<file path="config.mk">
export PLATFORM = sky130hd
export DESIGN_NAME = rom_bank_sel
export DESIGN_NICKNAME = d
export VERILOG_FILES = /design/src/rtl/rbs_pkg.sv /design/src/rtl/rbs_bank_fsm.sv /design/src/rtl/rbs_window_dec.sv /design/src/rtl/rbs_out_stage.sv /design/src/rtl/rom_bank_sel.sv
export SDC_FILE = /design/constraint.sdc
export NUM_CORES = 1
export LEC_CHECK = 0
export BUFFER_PORTS_ARGS = -buffer_cell sky130_fd_sc_hd__buf_4
export CORE_UTILIZATION = 43
export CTS_CLUSTER_DIAMETER = 40
export DETAILED_ROUTE_END_ITERATION = 6
export PLACE_DENSITY = 0.95
export RECOVER_POWER = 100
export SETUP_SLACK_MARGIN = 0.1
export SYNTH_ARGS = -nofsm -noshare
export SYNTH_HDL_FRONTEND = slang
export SYNTH_SLANG_ARGS = --single-unit
</file>
<file path="constraint.sdc">
create_clock -name clk -period 3.2 [get_ports clk]
set_input_delay 0.32 -clock clk [delete_from_list [all_inputs] [get_ports clk]]
set_output_delay 0.32 -clock clk [all_outputs]
set_load 0.005 [all_outputs]
</file>
<file path="src/rtl/rbs_pkg.sv">
package rbs_pkg;

    // Selected top-window image
    typedef enum logic [1:0] {
        IMG_DEFAULT = 2'd0,
        IMG_MENU    = 2'd1,
        IMG_DOS     = 2'd2
    } img_state_t;

    // Kind of CPU window an address falls in
    typedef enum logic [1:0] {
        WIN_LOW  = 2'd0,
        WIN_MID  = 2'd1,
        WIN_HIGH = 2'd2
    } win_kind_t;

    // Registered access result
    typedef enum logic [1:0] {
        ACC_IDLE = 2'd0,
        ACC_ROM  = 2'd1,
        ACC_RAM  = 2'd2
    } acc_kind_t;

endpackage

</file>
<file path="src/rtl/rbs_bank_fsm.sv">
module rbs_bank_fsm
    import rbs_pkg::*;
#(
    parameter int                IO_ADDR_W = 16,
    parameter int                DATA_W    = 8,
    parameter int                SEL_BIT   = 13,
    parameter int                BASE_W    = 2,
    parameter logic [DATA_W-1:0] MENU_BANK = 8'h03,
    parameter logic [DATA_W-1:0] DOS_BANK  = 8'h07,
    parameter logic [BASE_W-1:0] DFLT_BASE = 2'b01,
    parameter logic [BASE_W-1:0] MENU_BASE = 2'b11,
    parameter logic [BASE_W-1:0] DOS_BASE  = 2'b10
) (
    input  logic                 clk,
    input  logic                 rst_n,
    input  logic                 io_wr,
    input  logic [IO_ADDR_W-1:0] io_addr,
    input  logic [DATA_W-1:0]    io_data,
    output logic [BASE_W-1:0]    img_base
);

    img_state_t state_q;
    img_state_t state_n;
    logic       bank_wr;
    logic       io_addr_unused;

    assign io_addr_unused = ^io_addr;
    assign bank_wr        = io_wr && !io_addr[SEL_BIT];

    // Next-state decision
    always_comb begin
        state_n = state_q;
        if (bank_wr) begin
            if (io_data == MENU_BANK) begin
                state_n = IMG_MENU;
            end else if (io_data == DOS_BANK) begin
                state_n = IMG_DOS;
            end else begin
                state_n = IMG_DEFAULT;
            end
        end
    end

    // State register
    always_ff @(posedge clk or negedge rst_n) begin
        if (!rst_n) begin
            state_q <= IMG_DEFAULT;
        end else begin
            state_q <= state_n;
        end
    end

    // State to image base
    always_comb begin
        unique case (state_q)
            IMG_DEFAULT: img_base = DFLT_BASE;
            IMG_MENU:    img_base = MENU_BASE;
            IMG_DOS:     img_base = DOS_BASE;
            default:     img_base = DFLT_BASE;
        endcase
    end


    foreign_io_hold_chk: assert property (@(posedge clk) disable iff (!rst_n)
        (io_wr && io_addr[SEL_BIT]) |=> $stable(img_base));


    menu_load_chk: assert property (@(posedge clk) disable iff (!rst_n)
        (bank_wr && io_data == MENU_BANK) |=> (img_base == MENU_BASE));


    dos_load_chk: assert property (@(posedge clk) disable iff (!rst_n)
        (bank_wr && io_data == DOS_BANK) |=> (img_base == DOS_BASE));


    other_load_chk: assert property (@(posedge clk) disable iff (!rst_n)
        (bank_wr && io_data != MENU_BANK && io_data != DOS_BANK)
        |=> (img_base == DFLT_BASE));

endmodule

</file>
<file path="src/rtl/rbs_window_dec.sv">
module rbs_window_dec
    import rbs_pkg::*;
#(
    parameter int ADDR_W = 16,
    parameter int WIN_W  = 2
) (
    input  logic [ADDR_W-1:0] cpu_addr,
    output win_kind_t         win
);

    logic [WIN_W-1:0] top_bits;

    assign top_bits = cpu_addr[ADDR_W-1 -: WIN_W];

    always_comb begin
        if (top_bits == '0) begin
            win = WIN_LOW;
        end else if (top_bits == '1) begin
            win = WIN_HIGH;
        end else begin
            win = WIN_MID;
        end
    end

endmodule

</file>
<file path="src/rtl/rbs_out_stage.sv">
module rbs_out_stage
    import rbs_pkg::*;
#(
    parameter int                ADDR_W   = 16,
    parameter int                WIN_W    = 2,
    parameter int                BASE_W   = 2,
    parameter logic [BASE_W-1:0] LOW_BASE = 2'b00,
    localparam int               OFS_W    = ADDR_W - WIN_W,
    localparam int               ROM_AW   = BASE_W + OFS_W
) (
    input  logic              clk,
    input  logic              rst_n,
    input  logic              mem_rd,
    input  logic              mem_wr,
    input  logic [ADDR_W-1:0] cpu_addr,
    input  win_kind_t         win,
    input  logic              lo_en,
    input  logic              hi_en,
    input  logic [BASE_W-1:0] img_base,
    output logic              acc_valid,
    output logic              rom_cs,
    output logic              ram_sel,
    output logic [ROM_AW-1:0] rom_addr
);

    acc_kind_t         kind_q;
    acc_kind_t         kind_n;
    logic [ROM_AW-1:0] addr_q;
    logic [ROM_AW-1:0] addr_n;
    logic [OFS_W-1:0]  ofs;

    assign ofs = cpu_addr[OFS_W-1:0];

    // Next-state decision
    always_comb begin
        kind_n = ACC_IDLE;
        addr_n = '0;
        if (mem_wr) begin
            kind_n = ACC_RAM;
        end else if (mem_rd) begin
            unique case (win)
                WIN_LOW: begin
                    if (lo_en) begin
                        kind_n = ACC_ROM;
                        addr_n = {LOW_BASE, ofs};
                    end else begin
                        kind_n = ACC_RAM;
                    end
                end
                WIN_HIGH: begin
                    if (hi_en) begin
                        kind_n = ACC_ROM;
                        addr_n = {img_base, ofs};
                    end else begin
                        kind_n = ACC_RAM;
                    end
                end
                default: kind_n = ACC_RAM;
            endcase
        end
    end

    // State register
    always_ff @(posedge clk or negedge rst_n) begin
        if (!rst_n) begin
            kind_q <= ACC_IDLE;
            addr_q <= '0;
        end else begin
            kind_q <= kind_n;
            addr_q <= addr_n;
        end
    end

    // Outputs from state
    always_comb begin
        acc_valid = 1'b0;
        rom_cs    = 1'b0;
        ram_sel   = 1'b0;
        rom_addr  = '0;
        unique case (kind_q)
            ACC_IDLE: ;
            ACC_ROM: begin
                acc_valid = 1'b1;
                rom_cs    = 1'b1;
                rom_addr  = addr_q;
            end
            ACC_RAM: begin
                acc_valid = 1'b1;
                ram_sel   = 1'b1;
            end
            default: ;
        endcase
    end


    valid_tracks_req_chk: assert property (@(posedge clk) disable iff (!rst_n)
        (mem_rd || mem_wr) |=> acc_valid);


    idle_quiet_chk: assert property (@(posedge clk) disable iff (!rst_n)
        !(mem_rd || mem_wr) |=> (!acc_valid && !rom_cs && !ram_sel));


    write_to_ram_chk: assert property (@(posedge clk) disable iff (!rst_n)
        mem_wr |=> (ram_sel && !rom_cs));


    mid_to_ram_chk: assert property (@(posedge clk) disable iff (!rst_n)
        (mem_rd && !mem_wr && win == WIN_MID) |=> (ram_sel && !rom_cs));


    low_rom_chk: assert property (@(posedge clk) disable iff (!rst_n)
        (mem_rd && !mem_wr && win == WIN_LOW && lo_en)
        |=> (rom_cs && rom_addr[ROM_AW-1 -: BASE_W] == LOW_BASE));


    high_rom_chk: assert property (@(posedge clk) disable iff (!rst_n)
        (mem_rd && !mem_wr && win == WIN_HIGH && hi_en)
        |=> (rom_cs && rom_addr[ROM_AW-1 -: BASE_W] == $past(img_base)));


    rom_ofs_chk: assert property (@(posedge clk) disable iff (!rst_n)
        rom_cs |-> (rom_addr[OFS_W-1:0] == $past(cpu_addr[OFS_W-1:0])));

endmodule

</file>
<file path="src/rtl/rom_bank_sel.sv">
module rom_bank_sel
    import rbs_pkg::*;
#(
    parameter int ADDR_W    = 16,
    parameter int DATA_W    = 8,
    parameter int WIN_W     = 2,
    parameter int SEL_BIT   = 13,
    localparam int OFS_W    = ADDR_W - WIN_W,
    localparam int ROM_AW   = WIN_W + OFS_W
) (
    input  logic              clk,
    input  logic              rst_n,
    input  logic              io_wr,
    input  logic [ADDR_W-1:0] io_addr,
    input  logic [DATA_W-1:0] io_data,
    input  logic              mem_rd,
    input  logic              mem_wr,
    input  logic [ADDR_W-1:0] cpu_addr,
    input  logic              lo_rom_en,
    input  logic              hi_rom_en,
    output logic              acc_valid,
    output logic              rom_cs,
    output logic              ram_sel,
    output logic [ROM_AW-1:0] rom_addr
);

    logic [WIN_W-1:0] img_base;
    win_kind_t        win;

    rbs_bank_fsm #(
        .IO_ADDR_W (ADDR_W),
        .DATA_W    (DATA_W),
        .SEL_BIT   (SEL_BIT),
        .BASE_W    (WIN_W)
    ) u_bank (
        .clk      (clk),
        .rst_n    (rst_n),
        .io_wr    (io_wr),
        .io_addr  (io_addr),
        .io_data  (io_data),
        .img_base (img_base)
    );

    rbs_window_dec #(
        .ADDR_W (ADDR_W),
        .WIN_W  (WIN_W)
    ) u_win (
        .cpu_addr (cpu_addr),
        .win      (win)
    );

    rbs_out_stage #(
        .ADDR_W (ADDR_W),
        .WIN_W  (WIN_W),
        .BASE_W (WIN_W)
    ) u_out (
        .clk       (clk),
        .rst_n     (rst_n),
        .mem_rd    (mem_rd),
        .mem_wr    (mem_wr),
        .cpu_addr  (cpu_addr),
        .win       (win),
        .lo_en     (lo_rom_en),
        .hi_en     (hi_rom_en),
        .img_base  (img_base),
        .acc_valid (acc_valid),
        .rom_cs    (rom_cs),
        .ram_sel   (ram_sel),
        .rom_addr  (rom_addr)
    );


    reset_quiet_chk: assert property (@(posedge clk)
        !rst_n |=> (!acc_valid && !rom_cs && !ram_sel && rom_addr == '0));

endmodule

</file>
==> results of run 1 <==
==> cells in the final DEF, fill, tap and decap left out, types with 2 or more instances in the layout <==
cell type                   n
sky130_fd_sc_hd__clkbuf_4  13
sky130_fd_sc_hd__and2_2    14
sky130_fd_sc_hd__ha_1       5
sky130_fd_sc_hd__and2_0    10
sky130_fd_sc_hd__nand2_1    4
sky130_fd_sc_hd__clkbuf_1   2
sky130_fd_sc_hd__and2_1     6
sky130_fd_sc_hd__inv_1      9
sky130_fd_sc_hd__o31ai_1    2
sky130_fd_sc_hd__buf_4     38
sky130_fd_sc_hd__dfrtp_1   20
sky130_fd_sc_hd__nor2_1     2
==> flip-flops by register name (all words and copies together) (netlist names) <==
| name | count |
|---|---|
| u_out.addr_q | 16 |
| u_bank.state_q | 2 |
| u_out.kind_q | 2 |
==> where the power goes <==
| part | total (W) | switching (W) | internal [W] | leakage, nW |
|---|---|---|---|---|
| logic | 0.0000533 | 0.0000195 | 0.0000339 | 0.435 |
| clock network | 0.000137 | 0.0000679 | 0.0000691 | 0.0210 |
| registers | 0.000257 | 0.00000121 | 0.000256 | 0.275 |
| total | 0.000448 | 0.0000886 | 0.000359 | 0.732 |
==> cell type report <==
type / instances / share of cell area, %
multi-input combinational: 51 / 27.1
clock buffer: 4 / 2.69
tap: 27 / 2.51
inverter: 9 / 2.51
sequential: 20 / 37.1
timing repair buffer: 51 / 28.0
==> worst max-delay path: stages <==
cell                       delay [ns]
sky130_fd_sc_hd__clkbuf_1        0.11
sky130_fd_sc_hd__inv_1           0.05
sky130_fd_sc_hd__ha_1            0.31
sky130_fd_sc_hd__nor3b_1         0.28
sky130_fd_sc_hd__a21boi_0        0.98
sky130_fd_sc_hd__and2_2          0.30
==> kinds of logic after synthesis <==
group / count (synthesis)
and+or+nand+nor: 41
buffers and inverters: 11
adders and majority gates: 5
DFF: 20
AOI/OAI and AO/OA: 5
==> Yosys cell counts (all sizes together) <==
library cell  count  area, sq um
nor2              2         7.51
nand2b            1         6.26
a21o              1         7.51
inv               9         33.8
nand3             1         5.00
nand2             4         15.0
nand4b            1         8.76
and2             30          205
dfrtp            20          500
buf               1         11.3
nor4              1         6.26
a221o             1         11.3
nor3b             1         12.5
a21boi            1         18.8
ha                5         62.6
clkbuf            1         3.75
o31ai             2         15.0
==> per-layer routing <==
| layer | GRT usage [%] | wire (um) |
|---|---|---|
| met2 | 35.9 | 1080 |
| met1 | 14.1 | 639 |
| met5 | 0 | 0 |
| met3 | 0.314 | 81 |
| met4 | 7.35 | 19 |
==> final timing paths <==
kind,from,to,slack (ns)
setup reg to reg,u_bank.state_q[0],u_out.addr_q[15],2.34
setup / recovery,cpu_addr[14],u_out.addr_q[8],1.08
min in group asynchronous,rst_n,u_out.addr_q[11],0.72
hold / removal,io_data[2],u_bank.state_q[0],0.22
max in group asynchronous,rst_n,u_out.addr_q[8],1.87
hold reg to reg,u_bank.state_q[1],u_bank.state_q[1],0.51
==> through the flow <==
stage	hold slack [ns]	cell area [sq um]	total power [W]	setup WS [ns]	utilization (%)
2_1_floorplan	0.0244	931	0.000278	1.82	-
3_3_place_gp	0.199	1330	0.000315	1.65	66.2
3_5_place_dp	0.206	1330	0.000319	1.57	66.2
4_1_cts	0.220	1370	0.000456	1.41	68.5
5_1_grt	0.210	1350	0.000470	0.745	67.3
6_report	0.222	1350	0.000448	1.08	67.3
==> results by group, run 1 <==
Power and ir drop
  – Pleak: 0.732 nW
  – P per Cell Area: ~330 nW/um^2
  – Peak supply drop: 0.163 mV

Logic synthesis
  – Area of the mapped netlist: between 900 and 1000 sq um
  – Nets in the synthesized netlist: 134
  – Fraction of the mapped netlist area in compound gates: 5.65%
  – Basic-gate share of the synthesized area counting and, or, nand and nor cells: ~29%
  – Portion of the post-synthesis area used by sequential elements: 53.8%
  – Synthesized area per cell: between 10 and 15 sq um
  – Portion of netlist area occupied by mux cells: 0%
  – Combinational family with the most area after synthesis: simple AND/OR/NAND/NOR gates
  – Instance count of the mapped netlist: slightly above 80
  – Seq cells post-synth: 20
  – Area share of xor/xnor cells in the synthesized design: 0%
  – Number of warning messages in the yosys log: 0
  – Synthesized-area fraction occupied by adder cells: 6.72%
  – Post-synth cell types: 18

STA
  – Achievable Freq: around 470 MHz
  – Total negative slack: 0 ns
  – Final-report setup violation count: 0
  – RSZ-0062 raised after global routing: no
  – Share of the cycle needed by the critical path after routing: between 60% and 70%
  – Least-Margin Pin Slew: between 1 and 1.5 ns
  – Relative max-transition margin: 19.5%
  – Final slew viol count: 0
  – Final number of hold-violating endpoints: 0
  – Worst clock skew: about 0.0046 ns
  – Min Clock Period, post-route: between 2 and 2.5 ns

Global routing
  – Initial antenna violation count: 0
  – Global-route wire length before repair: approximately 2.9 mm
  – GRT Util Overall: approximately 16%
  – Congestion Overflow GR: 0
  – Maximum number of pins on one net before global-route repair: 21
  – Vias in the first global route: 763

Clocking
  – Post-CTS resize count: 0
  – TritonCTS clock tree: built
  – Setup bufs post-CTS: 0
  – Max Root-Sink Buffers: 2
  – Clock-pin slew on the worst setup and hold paths: ~0.10 ns
  – H-tree level count: 1
  – Master cell of the clock root buffer: sky130_fd_sc_hd__clkbuf_4
  – Clk_lat worst skew: ~0.28 ns
  – CTS Buf Count: 3
  – Cts hold-fix bufs: 1
  – Sinks on the clock net: 20

Critical path
  – Maximum fanout encountered on the critical timing path: 15
  – Classification of the worst setup path: input port to flip-flop
  – Type of destination of the critical path: flip-flop
  – Critical Path Start Type: input port
  – Required time worst endpoint: around 3.4 ns
  – Data arrival time of the critical path: between 2 and 2.5 ns
  – Worst R2R Path Depth: 3

Die
  – Die Span Y: roughly 49 um
  – Die extent in x: between 40 and 50 um
  – I/O pin cnt: 66
  – Starting density of the core: 46.5%
  – Row Count: 16
  – Floorplan die area: 2360 sq um
  – Core ar.: 2000 sq um

Placement
  – Detail Placement HPWL: around 1.5 mm
  – Instance count after placement with tap cells included: roughly 160
  – Routability Congestion: between 0.6 and 0.7
  – Port buffer count: 50

Finish
  – Non-filler instance count after layout: around 160
  – Number of nets in the finished design: 188
  – Diodes inserted: 0
  – Multi-input gate area in the final layout: 365 sq um
  – Layout Area Growth over Synthesis: 44.8%
  – Fraction of final layout cells sized beyond drive strength 1: 49.6%
  – Area used by sequential logic in the layout: between 500 and 600 sq um
  – Filler cell count: around 170

Worst hold path
  – Count of cells along the worst hold path: 2
  – Hold/Removal Path Class: input port to flip-flop

Routing
  – Average wire per cell in the routed design: between 10 and 15 um
  – Post-DRT Antenna Nets: 0
  – Routed wire length: ~1.8 mm
  – DRC viols: 0
  – Initial DRC count: 5
  – Vias per cell: roughly 4.6
  – Via count of the routed design: around 740
  – Number of iterations in the first detailed-routing pass: 2

Outcome
  – Status: finished clean

Flow run
  – Max capacitance violation total: 0
No activity file was read; power rests on OpenSTA's default activity.
==> run 2: changes to the inputs <==
--- a/config.mk
+++ b/config.mk
@@ -6,10 +6,10 @@
 export NUM_CORES = 1
 export LEC_CHECK = 0
 export BUFFER_PORTS_ARGS = -buffer_cell sky130_fd_sc_hd__buf_4
-export CORE_UTILIZATION = 43
+export CORE_UTILIZATION = 36
 export CTS_CLUSTER_DIAMETER = 40
 export DETAILED_ROUTE_END_ITERATION = 6
-export PLACE_DENSITY = 0.95
+export PLACE_DENSITY = 0.86
 export RECOVER_POWER = 100
 export SETUP_SLACK_MARGIN = 0.1
 export SYNTH_ARGS = -nofsm -noshare
==> constraint.sdc (replaced) <==
create_clock -name clk -period 1.75 [get_ports clk]
set_input_delay 0.175 -clock clk [delete_from_list [all_inputs] [get_ports clk]]
set_output_delay 0.175 -clock clk [all_outputs]
set_load 0.005 [all_outputs]
==> run 2 against run 1 <==
Sequential power rose by 83%. Largest power group unchanged. Largest cell class unchanged. Setup slack got worse by 0.83 ns. Clock power increased by 47%. Final cell count grew 1.2%. First-iteration DRC count increased by 20%. Via count down 0.67%. Die area increased by 19%.
==> results by group, run 2 (synthesis results as in run 1) <==
Placement
  – Instance count after placement with tap cells included: 160 (+1.9%)
  – Port buffer count: 50 (unchanged)
  – Routability Congestion: 0.668 (-1.8%)
  – Detail Placement HPWL: 1.41 mm (-8.0%)
  – Placed standard-cell area: 1330 sq um (+0.28%)

Outcome
  – Status: finished clean

Critical path
  – Classification of the worst setup path: flip-flop to output pin
  – Worst R2R Path Depth: 3 (unchanged)
  – Type of destination of the critical path: output pin
  – Critical Path Start Type: flip-flop
  – Reg-to-Reg Start: u_bank.state_q[0]
  – Flop-to-flop setup slack: 0.89 ns (-1.45 ns)
  – Required time worst endpoint: 1.57 ns (-1.85 ns)
  – Total buffers and inverters traversed by the critical path: 2 (unchanged)
  – Critical register-to-register path endpoint: u_out.addr_q[15]
  – CP max-delay cell: sky130_fd_sc_hd__dfrtp_1
  – Depth of the critical timing path with buffers and inverters included: 4 (-2)
  – Largest stage delay on the critical path: 0.39 ns (-0.59 ns)
  – Crit path capture: rom_addr[15]
  – Crit path launch: u_out.kind_q[1]
  – Data arrival time of the critical path: 1.33 ns (-1.02 ns)
  – Critical Path, Cell by Cell: inv_1 > ha_2 > and2_1 > clkbuf_4
  – Maximum fanout encountered on the critical timing path: 17 (+2)
  – Largest delay contributor family on the critical path: flip-flops

Finish
  – Filler cell count: 220 (+28%)
  – Largest registers in the final layout: u_out.addr_q (16), u_bank.state_q (2), u_out.kind_q (2)
  – Number of nets in the finished design: 188 (unchanged)
  – Fraction of final layout cells sized beyond drive strength 1: 50.0% (+0.37 points)
  – Top register by number of flip-flops: u_out.addr_q
  – Most used cells in the layout excluding fill and tap cells: 37 x sky130_fd_sc_hd__buf_4, 20 x sky130_fd_sc_hd__dfrtp_1, 14 x sky130_fd_sc_hd__and2_2
  – Most common cell after layout, fill and taps aside: sky130_fd_sc_hd__buf_4
  – Non-filler instance count after layout: 164 (+1.2%)
  – Diodes inserted: 0 (unchanged)
  – Max FFs per register: 16 (unchanged)
  – Final instance area: 1340 sq um (-0.56%)
  – Area used by sequential logic in the layout: 500 sq um (unchanged)
  – Layout Area Growth over Synthesis: 44.0%
  – Multi-input gate area in the final layout: 372 sq um (+1.7%)

Routing
  – Length of routed wiring on met1: 537 um (-16%)
  – Topmost layer with routed signal wires: met4
  – Via count of the routed design: 737 (-0.67%)
  – Routed wire length: 1.69 mm (-7.2%)
  – Post-DRT Antenna Nets: 0 (unchanged)
  – Number of iterations in the first detailed-routing pass: 4 (+2)
  – DRC viols: 0 (unchanged)
  – Initial DRC count: 6 (+1)
  – Average wire per cell in the routed design: 10.3 um (-8.4%)
  – Vias per cell: 4.49 (-1.9%)
  – Routed wire length on met2: 1.03 mm (-5.4%)
  – Met3 wire len: 106 um (+31%)

Global routing
  – Congestion Overflow GR: 0 (unchanged)
  – GRT Util Overall: 14.6% (-1.5 points)
  – Global-route wire length before repair: 2.87 mm (-0.49%)
  – Initial antenna violation count: 0 (unchanged)
  – Maximum number of pins on one net before global-route repair: 21 (unchanged)
  – Vias in the first global route: 714 (-6.4%)

Die
  – Row Count: 18 (+2)
  – I/O pin cnt: 66 (unchanged)
  – Floorplan die area: 2790 sq um (+19%)
  – Die extent in x: 52.9 um (+8.9%)
  – Starting density of the core: 37.9% (-8.6 points)
  – Core ar.: 2450 sq um (+23%)
  – Die Span Y: 52.9 um (+8.9%)

STA
  – Worst clock skew: 0.000204 ns (-0.00441 ns)
  – Min Clock Period, post-route: 1.50 ns
  – Least-Margin Pin Slew: 1.03 ns (-0.170 ns)
  – Total negative slack: 0 ns (unchanged)
  – Final-report setup violation count: 0 (unchanged)
  – Final slew viol count: 0 (unchanged)
  – Achievable Freq: around 670 MHz
  – Final number of hold-violating endpoints: 0 (unchanged)
  – Share of the cycle needed by the critical path after routing: 85.8%
  – RSZ-0062 raised after global routing: no
  – Relative max-transition margin: 31.5% (+12 points)

Power and ir drop
  – Clock share of power: 26.3% (-4.3 points)
  – Switching portion of total power: 20.8% (+1.0 points)
  – Internal cell power: 0.000609 W (+70%)
  – Switch Pwr: 0.000160 W (+81%)
  – Share of total power in sequential cells: 61.2% (+3.7 points)
  – Pleak: 0.721 nW (-1.5%)
  – Combinational share of power: 12.6% (+0.7 points)
  – Peak supply drop: 0.420 mV (+160%)
  – P per Cell Area: 574 nW/um^2 (+73%)
  – Final total power: 0.000769 W (+72%)

Flow run
  – Max capacitance violation total: 0 (unchanged)

Clocking
  – Setup bufs post-CTS: 0 (unchanged)
  – H-tree level count: 1 (unchanged)
  – Clk_lat worst skew: 0.28 ns (about the same)
  – Master cell of the clock root buffer: sky130_fd_sc_hd__clkbuf_4
  – Sinks on the clock net: 20 (unchanged)
  – Clock-pin slew on the worst setup and hold paths: 0.10 ns (about the same)
  – Max Root-Sink Buffers: 2 (unchanged)
  – CTS Buf Count: 3 (unchanged)
  – TritonCTS clock tree: built

Worst hold path
  – Hold/Removal Path Class: input port to flip-flop
[run 2: worst register-to-register path: cells and delay by family (launching register included)]
family | cells | cell delay [ns]
buffers and inverters | 1 | 0.05
flip-flops | 1 | 0.37
adder cells (fa/ha/maj) | 1 | 0.28
AND/OR/NAND/NOR | 1 | 0.10
[run 2: per-stage QoR]
step	utilization [%]	setup slack, ns	hold slack [ns]
floorplan	-	0.517	-0.121
global placement	54.1	0.325	0.0572
detailed placement	54.1	0.266	0.0626
CTS	55.6	0.231	0.0576
global route	54.6	0.0942	0.0425
finish	54.6	0.249	0.0665
[run 2: worst min path at each step]
stage                        end        from  cells past startpoint
2_1_floorplan  u_bank.state_q[0]       rst_n                      0
3_3_place_gp     u_out.addr_q[2]       rst_n                      1
3_5_place_dp     u_out.addr_q[4]       rst_n                      1
4_1_cts        u_bank.state_q[0]  io_data[2]                      2
5_1_grt        u_bank.state_q[0]  io_data[2]                      2
6_report       u_bank.state_q[0]  io_data[2]                      2
[run 2: repair_timing]
action | CTS | global route
endpoints found under the hold margin | 20 | 0
endpoints found under the setup margin | 1 | 0
gates resized for setup | 1 | 0
hold buffers | 1 | 0
[run 2: area by class of cell]
type                       instances  area share, %
tap                               30           2.80
sequential                        20           37.3
multi-input combinational         51           27.7
clock buffer                       3           1.68
inverter                           9           2.52
timing repair buffer              51           27.9
[run 2: layer usage]
layer / vias to the layer above / track usage, %
li1: 362 / -
met3: 4 / 3.45
met1: 339 / 12.6
met4: 0 / 6.58
met2: 32 / 30.4
met5: - / 0
[run 2: power by group through the flow]
stage          Clock [W]  Sequential [W]  Combinational, W
2_1_floorplan          0        0.000479         0.0000293
3_3_place_gp           0        0.000479         0.0000983
3_5_place_dp           0        0.000479          0.000103
4_1_cts         0.000210        0.000470          0.000106
5_1_grt         0.000238        0.000471          0.000108
6_report        0.000202        0.000470         0.0000968
==> run 3: changes to the inputs <==
==> constraint.sdc (replaced) <==
create_clock -name clk -period 1.75 [get_ports clk]
set_input_delay 0.525 -clock clk [delete_from_list [all_inputs] [get_ports clk]]
set_output_delay 0.525 -clock clk [all_outputs]
set_load 0.005 [all_outputs]
==> run 3 against run 2 <==
The flow now finishes with violations (setup timing). Wire length is 5.6% higher. Setup slack got worse by 0.26 ns. Global-route usage is 0.47 points higher. Final cell count increased by 0.61%. Fmax decreased by 15%. Die area unchanged. Critical endpoint is now rom_addr[1]. Largest power group unchanged.
==> results by group, run 3 (synthesis results as in run 1) <==
Critical path
  – Total buffers and inverters traversed by the critical path: 1 (-1)
  – Critical register-to-register path endpoint: u_out.addr_q[15]
  – Largest stage delay on the critical path: 0.43 ns (+0.04 ns)
  – Type of destination of the critical path: output pin
  – Maximum fanout encountered on the critical timing path: 17 (unchanged)
  – Critical Path, Cell by Cell: ha_4 > and2_1 > buf_4
  – Data arrival time of the critical path: 1.23 ns (-0.10 ns)
  – Worst R2R Path Depth: 3 (unchanged)
  – Classification of the worst setup path: flip-flop to output pin
  – Largest delay contributor family on the critical path: flip-flops
  – Required time worst endpoint: 1.22 ns (-0.35 ns)
  – Flop-to-flop setup slack: 0.88 ns (about the same)
  – Reg-to-Reg Start: u_bank.state_q[0]
  – CP max-delay cell: sky130_fd_sc_hd__dfrtp_1
  – Critical Path Start Type: flip-flop
  – Depth of the critical timing path with buffers and inverters included: 3 (-1)

Die
  – Die Span Y: 52.9 um (unchanged)
  – Die extent in x: 52.9 um (unchanged)
  – Floorplan die area: 2790 sq um (unchanged)
  – Row Count: 18 (unchanged)
  – Starting density of the core: 37.9% (unchanged)
  – Core ar.: 2450 sq um (unchanged)
  – I/O pin cnt: 66 (unchanged)

Worst hold path
  – Hold/Removal Path Class: input port to asynchronous set/reset pin

Clocking
  – Clk_lat worst skew: 0.28 ns (about the same)
  – Cts hold-fix bufs: 0 (-1)
  – TritonCTS clock tree: built
  – H-tree level count: 1 (unchanged)
  – Clock-pin slew on the worst setup and hold paths: 0.11 ns (about the same)
  – Master cell of the clock root buffer: sky130_fd_sc_hd__clkbuf_4
  – Sinks on the clock net: 20 (unchanged)
  – Max Root-Sink Buffers: 2 (unchanged)
  – Setup bufs post-CTS: 0 (unchanged)
  – CTS Buf Count: 3 (unchanged)

STA
  – Final worst slack: -0.00751 ns (-0.256 ns)
  – RSZ-0062 raised after global routing: yes
  – Final slew viol count: 0 (unchanged)
  – Relative max-transition margin: 33.6% (+2.1 points)
  – Worst clock skew: 0.000105 ns (-0.0000989 ns)
  – Min Clock Period, post-route: 1.76 ns (+0.256 ns)
  – Share of the cycle needed by the critical path after routing: 100% (+15 points)
  – Achievable Freq: 569 MHz (-15%)
  – Least-Margin Pin Slew: 0.996 ns (-0.0312 ns)
  – Final-report setup violation count: 10 (+10)
  – Final number of hold-violating endpoints: 0 (unchanged)

Placement
  – Worst setup timing slack at the placement stage: -0.107 ns (-0.373 ns)
  – Instance count after placement with tap cells included: 161 (+0.63%)
  – Routability Congestion: 0.666 (-0.33%)
  – Port buffer count: 50 (unchanged)
  – Placed standard-cell area: 1340 sq um (+0.57%)

Finish
  – Fraction of final layout cells sized beyond drive strength 1: 54.8% (+4.8 points)
  – Max FFs per register: 16 (unchanged)
  – Diodes inserted: 0 (unchanged)
  – Top register by number of flip-flops: u_out.addr_q
  – Final core occ: 56.5% (+1.9 points)
  – Filler cell count: 229 (+4.1%)
  – Number of nets in the finished design: 188 (unchanged)
  – Non-filler instance count after layout: 165 (+0.61%)
  – Final instance area: 1390 sq um (+3.5%)
  – Largest registers in the final layout: u_out.addr_q (16), u_bank.state_q (2), u_out.kind_q (2)
  – Layout Area Growth over Synthesis: 48.9%
  – Most used cells in the layout excluding fill and tap cells: 45 x sky130_fd_sc_hd__buf_4, 20 x sky130_fd_sc_hd__dfrtp_1, 15 x sky130_fd_sc_hd__and2_1
  – Most common cell after layout, fill and taps aside: sky130_fd_sc_hd__buf_4

Global routing
  – Vias in the first global route: 751 (+5.2%)
  – Global-route wire length before repair: 2.95 mm (+2.6%)
  – Initial antenna violation count: 0 (unchanged)
  – GRT Util Overall: 15.1% (+0.47 points)
  – Maximum number of pins on one net before global-route repair: 21 (unchanged)
  – Congestion Overflow GR: 0 (unchanged)

Power and ir drop
  – Peak supply drop: 0.391 mV (-6.9%)
  – P per Cell Area: 599 nW/um^2 (+4.4%)
  – Pleak: 0.752 nW (+4.4%)

Routing
  – Post-DRT Antenna Nets: 0 (unchanged)
  – Vias per cell: 4.38 (-2.6%)
  – Via count of the routed design: 722 (-2.0%)
  – Initial DRC count: 3 (-3)
  – DRC viols: 0 (unchanged)
  – Number of iterations in the first detailed-routing pass: 3 (-1)
  – Routed wire length: 1.79 mm (+5.6%)
  – Average wire per cell in the routed design: 10.8 um (+4.9%)

Flow run
  – Max capacitance violation total: 0 (unchanged)

Outcome
  – Status: complete, but fails checks
  – Violated checks: setup timing
-- run 3: cell count changes in the layout (fill, tap and decap cells not counted), moves of 2 or more --
| cell | previous run | this run |
|---|---|---|
| sky130_fd_sc_hd__buf_4 | 37 | 45 |
| sky130_fd_sc_hd__inv_1 | 9 | 7 |
| sky130_fd_sc_hd__buf_6 | 0 | 2 |
| sky130_fd_sc_hd__clkbuf_4 | 13 | 6 |
| sky130_fd_sc_hd__and2_0 | 8 | 0 |
| sky130_fd_sc_hd__and2_1 | 8 | 15 |
| sky130_fd_sc_hd__clkbuf_1 | 3 | 1 |
| sky130_fd_sc_hd__inv_2 | 0 | 2 |
-- run 3: how the worst max path moves through the flow --
| stage | slack [ns] | start | to |
|---|---|---|---|
| 2_1_floorplan | 0.17 | cpu_addr[14] | u_out.addr_q[10] |
| 3_3_place_gp | -0.02 | cpu_addr[14] | u_out.addr_q[8] |
| 3_5_place_dp | -0.11 | cpu_addr[14] | u_out.addr_q[2] |
| 4_1_cts | -0.02 | u_out.kind_q[0] | rom_addr[1] |
| 5_1_grt | -0.10 | u_out.kind_q[1] | rom_addr[14] |
| 6_report | -0.008 | u_out.kind_q[0] | rom_addr[1] |
-- run 3: layout make-up --
class	instances	area (sq um)	area share, %
sequential	20	500	36.1
timing repair buffer	51	387	27.9
clock buffer	4	36.3	2.62
inverter	9	33.8	2.44
multi-input combinational	51	392	28.2
tap	30	37.5	2.71
-- run 3: timing repair --
action | 4_1_cts | 5_1_grt
pin swaps | 0 | 0
hold endpoints to repair | 0 | 0
gates resized for setup | 4 | 3
setup endpoints to repair | 18 | 19
cloned | 0 | 0
-- run 3: layer usage --
layer	vias up	track usage, %	share of wire [%]
li1	358	-	-
met1	332	12.0	30
met2	28	31.9	62
met3	4	2.59	6.3
met4	0	9.65	2.0
met5	-	0	0
-- run 3: metrics by stage --
step / TNS (ns) / hold slack [ns] / total power [W]
floorplan: 0 / 0.229 / 0.000508
global placement: -0.245 / 0.407 / 0.000579
detailed placement: -1.22 / 0.412 / 0.000585
CTS: -0.265 / 0.0914 / 0.000843
global route: -1.27 / 0.405 / 0.000876
finish: -0.0319 / 0.370 / 0.000831
-- run 3: power by group --
group	total, W	switching, W	internal, W
Clock	0.000255	0.000129	0.000126
Sequential	0.000471	0.00000261	0.000468
Combinational	0.000105	0.0000386	0.0000659
